===== src/rtl/dsr_pkg.sv =====
package dsr_pkg;

  // lane of a core fed by a given tester channel (fixed wiring)
  function automatic int lane_of(input int chan, input int lanes);
    return chan % lanes;
  endfunction

  // position of (core, lane) in a core-major flat bus
  function automatic int flat_pos(input int core, input int lane, input int lanes);
    return core * lanes + lane;
  endfunction

endpackage


===== src/rtl/dsr_addr_regs.sv =====
module dsr_addr_regs #(
  parameter int NREG = 6,
  parameter int AW   = 4,
  parameter int SELW = 3
) (
  input  logic                clk,
  input  logic                rst_n,
  input  logic                wr_en,
  input  logic [SELW-1:0]     wr_sel,
  input  logic [AW-1:0]       wr_data,
  input  logic                update,
  output logic [NREG*AW-1:0]  active_flat
);

  logic [NREG-1:0][AW-1:0] pending;
  logic [NREG-1:0][AW-1:0] active;
  logic                    sel_ok;

  assign sel_ok = (int'(wr_sel) < NREG);

  for (genvar i = 0; i < NREG; i++) begin : g_reg
    always_ff @(posedge clk) begin
      if (!rst_n) begin
        pending[i] <= '0;
        active[i]  <= '0;
      end else begin
        if (wr_en && wr_sel == SELW'(i)) pending[i] <= wr_data;
        if (update) active[i] <= pending[i];
      end
    end
  end

  assign active_flat = active;

  // routing frozen between strobes
  assert_hold_R2: assert property (@(posedge clk) disable iff (!rst_n)
    !update |=> $stable(active));

  // strobe copies the whole pending bank
  assert_copy_R3: assert property (@(posedge clk) disable iff (!rst_n)
    update |=> active == $past(pending));

  // out-of-range select leaves the pending bank alone
  assert_bad_sel_R9: assert property (@(posedge clk) disable iff (!rst_n)
    (wr_en && !sel_ok) |=> $stable(pending));

endmodule


===== src/rtl/dsr_in_demux.sv =====
module dsr_in_demux
  import dsr_pkg::*;
#(
  parameter int                   NUM_IN_CH   = 4,
  parameter int                   NUM_CORES   = 3,
  parameter int                   CORE_IN_W   = 2,
  parameter int                   CIDX_W      = 2,
  parameter int                   AW          = 4,
  parameter logic [NUM_CORES-1:0] BCAST_GROUP = '1
) (
  input  logic                          clk,
  input  logic                          rst_n,
  input  logic [NUM_IN_CH*AW-1:0]       addr,
  input  logic [NUM_IN_CH-1:0]          chan_in,
  output logic [NUM_CORES*CORE_IN_W-1:0] core_si
);

  localparam int NSI = NUM_CORES * CORE_IN_W;

  logic [NUM_IN_CH-1:0][NUM_CORES-1:0] hit;   // channel reaches core
  logic [NUM_IN_CH-1:0][NUM_CORES-1:0] win;   // channel owns its lane on core
  logic [NUM_IN_CH-1:0]                ch_en;
  logic [NUM_IN_CH-1:0]                ch_bc;
  logic [NSI-1:0]                      claimed;

  for (genvar ch = 0; ch < NUM_IN_CH; ch++) begin : g_ch
    logic [CIDX_W-1:0] idx;
    assign idx       = addr[ch*AW +: CIDX_W];
    assign ch_en[ch] = addr[ch*AW + CIDX_W];
    assign ch_bc[ch] = addr[ch*AW + CIDX_W + 1];
    for (genvar c = 0; c < NUM_CORES; c++) begin : g_core
      assign hit[ch][c] = ch_en[ch] &&
                          (ch_bc[ch] ? BCAST_GROUP[c] : (idx == CIDX_W'(c)));
    end

    // one-destination rule for unicast
    assert_unicast_single_R4: assert property (@(posedge clk) disable iff (!rst_n)
      (ch_en[ch] && !ch_bc[ch]) |-> ($countones(hit[ch]) <= 1));

    // broadcast never reaches a core outside the group
    assert_bcast_group_R5: assert property (@(posedge clk) disable iff (!rst_n)
      (ch_en[ch] && ch_bc[ch]) |-> ((hit[ch] & ~BCAST_GROUP) == '0));
  end

  // ownership: no lower channel on the same lane hits the same core
  always_comb begin
    win = '0;
    for (int c = 0; c < NUM_CORES; c++) begin
      for (int ch = 0; ch < NUM_IN_CH; ch++) begin
        logic lower;
        lower = 1'b0;
        for (int k = 0; k < ch; k++) begin
          if (lane_of(k, CORE_IN_W) == lane_of(ch, CORE_IN_W) && hit[k][c]) lower = 1'b1;
        end
        win[ch][c] = hit[ch][c] && !lower;
      end
    end
  end

  // steering: highest channel first, so the lowest one overwrites last
  always_comb begin
    core_si = '0;
    claimed = '0;
    for (int c = 0; c < NUM_CORES; c++) begin
      for (int l = 0; l < CORE_IN_W; l++) begin
        for (int ch = NUM_IN_CH - 1; ch >= 0; ch--) begin
          if (lane_of(ch, CORE_IN_W) == l && hit[ch][c]) begin
            core_si[flat_pos(c, l, CORE_IN_W)] = chan_in[ch];
            claimed[flat_pos(c, l, CORE_IN_W)] = 1'b1;
          end
        end
      end
    end
  end

  for (genvar i = 0; i < NSI; i++) begin : g_idle
    assert_unclaimed_zero_R6: assert property (@(posedge clk) disable iff (!rst_n)
      !claimed[i] |-> (core_si[i] == 1'b0));
  end

  for (genvar ch = 0; ch < NUM_IN_CH; ch++) begin : g_own
    for (genvar c = 0; c < NUM_CORES; c++) begin : g_oc
      assert_lowest_wins_R7: assert property (@(posedge clk) disable iff (!rst_n)
        win[ch][c] |-> (core_si[c*CORE_IN_W + (ch % CORE_IN_W)] == chan_in[ch]));
    end
  end

endmodule


===== src/rtl/dsr_out_mux.sv =====
module dsr_out_mux
  import dsr_pkg::*;
#(
  parameter int NUM_OUT_CH = 2,
  parameter int NUM_CORES  = 3,
  parameter int CORE_OUT_W = 2,
  parameter int CIDX_W     = 2,
  parameter int AW         = 4
) (
  input  logic                            clk,
  input  logic                            rst_n,
  input  logic [NUM_OUT_CH*AW-1:0]        addr,
  input  logic [NUM_CORES*CORE_OUT_W-1:0] core_so,
  output logic [NUM_OUT_CH-1:0]           chan_out
);

  logic [NUM_OUT_CH-1:0] sel_ok;

  for (genvar oc = 0; oc < NUM_OUT_CH; oc++) begin : g_oc
    logic [CIDX_W-1:0] idx;
    logic              en;
    logic              unused_bc;
    assign idx        = addr[oc*AW +: CIDX_W];
    assign en         = addr[oc*AW + CIDX_W];
    assign unused_bc  = addr[oc*AW + CIDX_W + 1];
    assign sel_ok[oc] = en && (int'(idx) < NUM_CORES);

    always_comb begin
      chan_out[oc] = 1'b0;
      for (int c = 0; c < NUM_CORES; c++) begin
        if (en && idx == CIDX_W'(c))
          chan_out[oc] = core_so[flat_pos(c, lane_of(oc, CORE_OUT_W), CORE_OUT_W)];
      end
    end

    // no valid source: output held low
    assert_idle_zero_R8: assert property (@(posedge clk) disable iff (!rst_n)
      !sel_ok[oc] |-> (chan_out[oc] == 1'b0));

    // fixed selection and steady responses give a steady output
    assert_steady_R8: assert property (@(posedge clk) disable iff (!rst_n)
      ($stable(addr) && $stable(core_so)) |-> $stable(chan_out[oc]));
  end

endmodule


===== src/rtl/dsr_router.sv =====
module dsr_router #(
  parameter int                   NUM_IN_CH   = 4,
  parameter int                   NUM_OUT_CH  = 2,
  parameter int                   NUM_CORES   = 3,
  parameter int                   CORE_IN_W   = 2,
  parameter int                   CORE_OUT_W  = 2,
  parameter logic [NUM_CORES-1:0] BCAST_GROUP = 3'b011,
  localparam int CIDX_W = (NUM_CORES > 2) ? $clog2(NUM_CORES) : 1,
  localparam int AW     = CIDX_W + 2,
  localparam int NREG   = NUM_IN_CH + NUM_OUT_CH,
  localparam int SELW   = (NREG > 2) ? $clog2(NREG) : 1
) (
  input  logic                            clk,
  input  logic                            rst_n,
  input  logic                            cfg_wr_en,
  input  logic [SELW-1:0]                 cfg_wr_sel,
  input  logic [AW-1:0]                   cfg_wr_data,
  input  logic                            cfg_update,
  input  logic [NUM_IN_CH-1:0]            chan_in,
  output logic [NUM_CORES*CORE_IN_W-1:0]  core_si,
  input  logic [NUM_CORES*CORE_OUT_W-1:0] core_so,
  output logic [NUM_OUT_CH-1:0]           chan_out
);

  logic [NREG*AW-1:0] active_flat;
  logic [NUM_IN_CH*AW-1:0]  in_addr;
  logic [NUM_OUT_CH*AW-1:0] out_addr;

  assign in_addr  = active_flat[NUM_IN_CH*AW-1:0];
  assign out_addr = active_flat[NREG*AW-1:NUM_IN_CH*AW];

  dsr_addr_regs #(.NREG(NREG), .AW(AW), .SELW(SELW)) u_regs (
    .clk(clk), .rst_n(rst_n), .wr_en(cfg_wr_en), .wr_sel(cfg_wr_sel),
    .wr_data(cfg_wr_data), .update(cfg_update), .active_flat(active_flat)
  );

  dsr_in_demux #(
    .NUM_IN_CH(NUM_IN_CH), .NUM_CORES(NUM_CORES), .CORE_IN_W(CORE_IN_W),
    .CIDX_W(CIDX_W), .AW(AW), .BCAST_GROUP(BCAST_GROUP)
  ) u_in (
    .clk(clk), .rst_n(rst_n), .addr(in_addr), .chan_in(chan_in), .core_si(core_si)
  );

  dsr_out_mux #(
    .NUM_OUT_CH(NUM_OUT_CH), .NUM_CORES(NUM_CORES), .CORE_OUT_W(CORE_OUT_W),
    .CIDX_W(CIDX_W), .AW(AW)
  ) u_out (
    .clk(clk), .rst_n(rst_n), .addr(out_addr), .core_so(core_so), .chan_out(chan_out)
  );

  // reset leaves every path closed
  assert_reset_quiet_R1: assert property (@(posedge clk)
    !rst_n |=> (core_si == '0 && chan_out == '0));

endmodule


===== config.mk =====
export PLATFORM = sky130hd
export DESIGN_NAME = dsr_router
export DESIGN_NICKNAME = d
export VERILOG_FILES = /design/src/rtl/dsr_pkg.sv /design/src/rtl/dsr_addr_regs.sv /design/src/rtl/dsr_in_demux.sv /design/src/rtl/dsr_out_mux.sv /design/src/rtl/dsr_router.sv
export SDC_FILE = /design/constraint.sdc
export NUM_CORES = 1
export LEC_CHECK = 0
export BUFFER_PORTS_ARGS = -buffer_cell sky130_fd_sc_hd__buf_2
export CORE_MARGIN = 2
export CORE_UTILIZATION = 40
export CTS_CLUSTER_SIZE = 8
export DETAILED_ROUTE_END_ITERATION = 10
export GPL_ROUTABILITY_DRIVEN = 0
export HOLD_SLACK_MARGIN = 0.12
export PLACE_DENSITY = 0.57
export SYNTH_ARGS = -nofsm -noshare
export SYNTH_HDL_FRONTEND = slang
export SYNTH_SLANG_ARGS = --single-unit

===== constraint.sdc =====
create_clock -name clk -period 1.8 [get_ports clk]
set_input_delay 0.18 -clock clk [delete_from_list [all_inputs] [get_ports clk]]
set_output_delay 0.18 -clock clk [all_outputs]
set_load 0.005 [all_outputs]

==> reports/results.tsv <==
stage	metric	value	unit
status	status	finished clean	
pwr	worst_ir_drop_vdd	0.000349	V
synthesis	synth_fp_nets	213	
synthesis	postSynth.asyncResetShare	0	%
finish	area_growth	15.6	%
placement	place_area	2120	um2
route	routed_via_density	5.11	
synthesis	synthXorXnorAreaFrac	0	%
synthesis	ys_seq_area_share	45.3	%
synthesis	yosysTopAreaCell	dfxtp_1	
synthesis	yosys_warnings	0	
route	drt-initial-drc-count	40	
global_route	grt_pass1_vias	1382	
finish	antenna_cells	0	
placement	hpwl	2740	um
synthesis	post-synth-top-count-cell	dfxtp_1	
global_route	grt_overflow_total	0	
route	drc	0	
global_route	use_met1	19.5	%
global_route	antenna_found_initial	0	
critical_path	cp_data_required_time	1.62	ns
timing	tightest_slew	0.683	ns
global_route	grt-busiest-layer	met2	
clock_network	cts_tree	done	
die	die_area	5430	um2
finish	layout.cells.non_filler	275	
synthesis	synth_seq_cells	44	
die	fp-row-count	25	
timing	setup_viol	0	
clock_network	clockBufferDepth	2	
synthesis	synthAdderAreaFrac	0	%
clock_network	clkTransAtPathRegs	0.08	ns
route	wl_per_cell	13.9	um
timing	fin_setup_tns	0	ns
critical_path	worstSetupPathType	flop to primary output	
finish	drive_above_1_share	20.8	%
global_route	grt_pass1_wl	6350	um
clock_network	cts-root-buf	clkbuf_8	
finish	fin_nets	241	
timing	fin_crit	1.77	ns
critical_path	cp-start-kind	flop	
clock_network	cts.sinks	44	
pwr	p_per_area	829	nW/um2
critical_path	crit_slowest_cell	or4b_1	
route	drtPass1Iterations	4	
clock_network	worst_skew_pair.late_latency	0.30	ns
synthesis	syn_area	1940	um2
critical_path	endpoint_kind	primary output	
job	maxCapViolCount	0	
synthesis	synth_ff_type	dfxtp_1	
synthesis	synth_top_family_by_area	simple AND/OR/NAND/NOR gates	
critical_path	max_stage_delay	0.51	ns
synthesis	synth_top_area_share	45.3	%
timing	max_freq	0.565	GHz
synthesis	muxShareOfSynthArea	21.6	%
global_route	gr-usage-all-layers	15.3	%
global_route	use_met3	3.98	%
placement	io_buffers	28	
placement	placedCellCount	265	
die	coreArea	4690	um2
die	die_w	73.7	um
timing	drv_slew	0	
global_route	grt_max_degree	49	
synthesis	synth.area.top_cells	dfxtp_1, mux2i_1, nor2b_1, o21ai_0, nand3_1	
timing	final-hold-violation-count	0	
timing	fin_hold_ws	0.207	ns
route	ant_nets	0	
pwr	leakage	0.937	nW
critical_path	worstPathArrival	1.59	ns
synthesis	synthDistinctLibCells	22	
clock_network	htree_levels	2	
timing	clock_skew	0.00651	ns
synthesis	syn_area_per_cell	10.1	um2
route	vias	1404	
timing	slew_headroom	54.5	%
timing	rsz0062_at_grt	yes	
pwr	totalPowerFinal	1.86	mW
timing	post-route-period-util	98.3	%
global_route	grt_util_met2	24.9	%
route	routed_wl	3830	um
critical_path	crit_chain	and4bb_1 -> or4b_1 -> o21ai_1 -> buf_2	
hold_path	hold_path_class	input port to flop	
synthesis	synth-edff-count	0	
clock_network	cts_buffers	5	
die	num_io_pins	29	
critical_path	worstPathMaxFanout	3	
die	start_util	41.4	%
synthesis	synth-simple-area-share	24.9	%
finish	final_area	2250	um2
die	fp.dieH	73.7	um
synthesis	synthCells	192	
synthesis	synthTopCellsByCount	dfxtp_1, mux2i_1, nor2b_1	
synthesis	synth_compound_area_share	5.67	%
-- cells by family after synthesis --
logic type | count (synthesis)
flip-flops | 44
buffers and inverters | 12
AND/OR/NAND/NOR | 74
multiplexers | 42
AO/OA/AOI/OAI | 20
-- flip-flops by register name, summed over array words and instances (netlist names) --
name	count
u_regs.pending	22
u_regs.active_flat	22
-- critical path: cells and delay by family (launching register included) --
family / cells / cell delay [ns]
AO/OA/AOI/OAI: 1 / 0.12
buffers and inverters: 1 / 0.12
flip-flops: 1 / 0.34
AND/OR/NAND/NOR: 2 / 0.73
-- what timing repair did --
item | CTS | global route
setup buffers | 0 | 2
pin swaps | 1 | 3
hold buffers | 0 | 0
setup endpoints to repair | 2 | 2
resized for setup | 3 | 3
-- per-stage QoR --
| step | setup slack (ns) | utilization (%) |
|---|---|---|
| after floorplan | 0.446 | - |
| after global placement | 0.341 | 45.1 |
| after detailed placement | 0.282 | 45.1 |
| after CTS | -0.0160 | 47.5 |
| after global routing | -0.0445 | 47.9 |
| final | 0.0302 | 47.9 |
-- cell usage in the layout, fill, tap and decap left out, drive strengths merged, types with 2 or more instances in the layout --
cell type / n
nor2b: 40
o21bai: 4
or4b: 2
nand3b: 2
nand4b: 2
dfxtp: 44
buf: 31
clkbuf: 6
inv: 2
nand2: 8
mux2i: 42
o21ai: 16
and4bb: 3
and2: 2
nor2: 4
nand3: 8
-- final timing paths --
check | startpoint | to | slack (ns) | cells past startpoint
max | u_regs.active_flat[0]$_SDFFE_PN0P_ | core_si[4] | 0.03 | 4
min | cfg_wr_data[3] | u_regs.pending[15]$_SDFFE_PN0P_ | 0.21 | 3
max reg2reg | u_regs.active_flat[0]$_SDFFE_PN0P_ | u_regs.active_flat[0]$_SDFFE_PN0P_ | 1.05 | 3
min reg2reg | u_regs.pending[11]$_SDFFE_PN0P_ | u_regs.pending[11]$_SDFFE_PN0P_ | 0.48 | 2
-- where the power goes --
part / internal (mW) / switching (mW)
sequential: 0.988 / 0.00921
combinational: 0.0624 / 0.0680
clock: 0.412 / 0.323
-- routing by layer --
metal  share of wire [%]  vias to the layer above
met5                   0                        -
met1                  48                      648
met4                 1.5                        0
li1                    -                      722
met2                  47                       28
met3                 4.1                        6
-- cell type report --
class                      instances  area (um2)
fill                             463        2440
multi-input combinational        136        1010
sequential                        44         888
timing repair buffer              31         163
clock buffer                       6        72.6
tap                               54        67.6
clock inverter                     2        35.0
inverter                           2        7.51
Note: power is estimated with default switching activity, not from simulation.
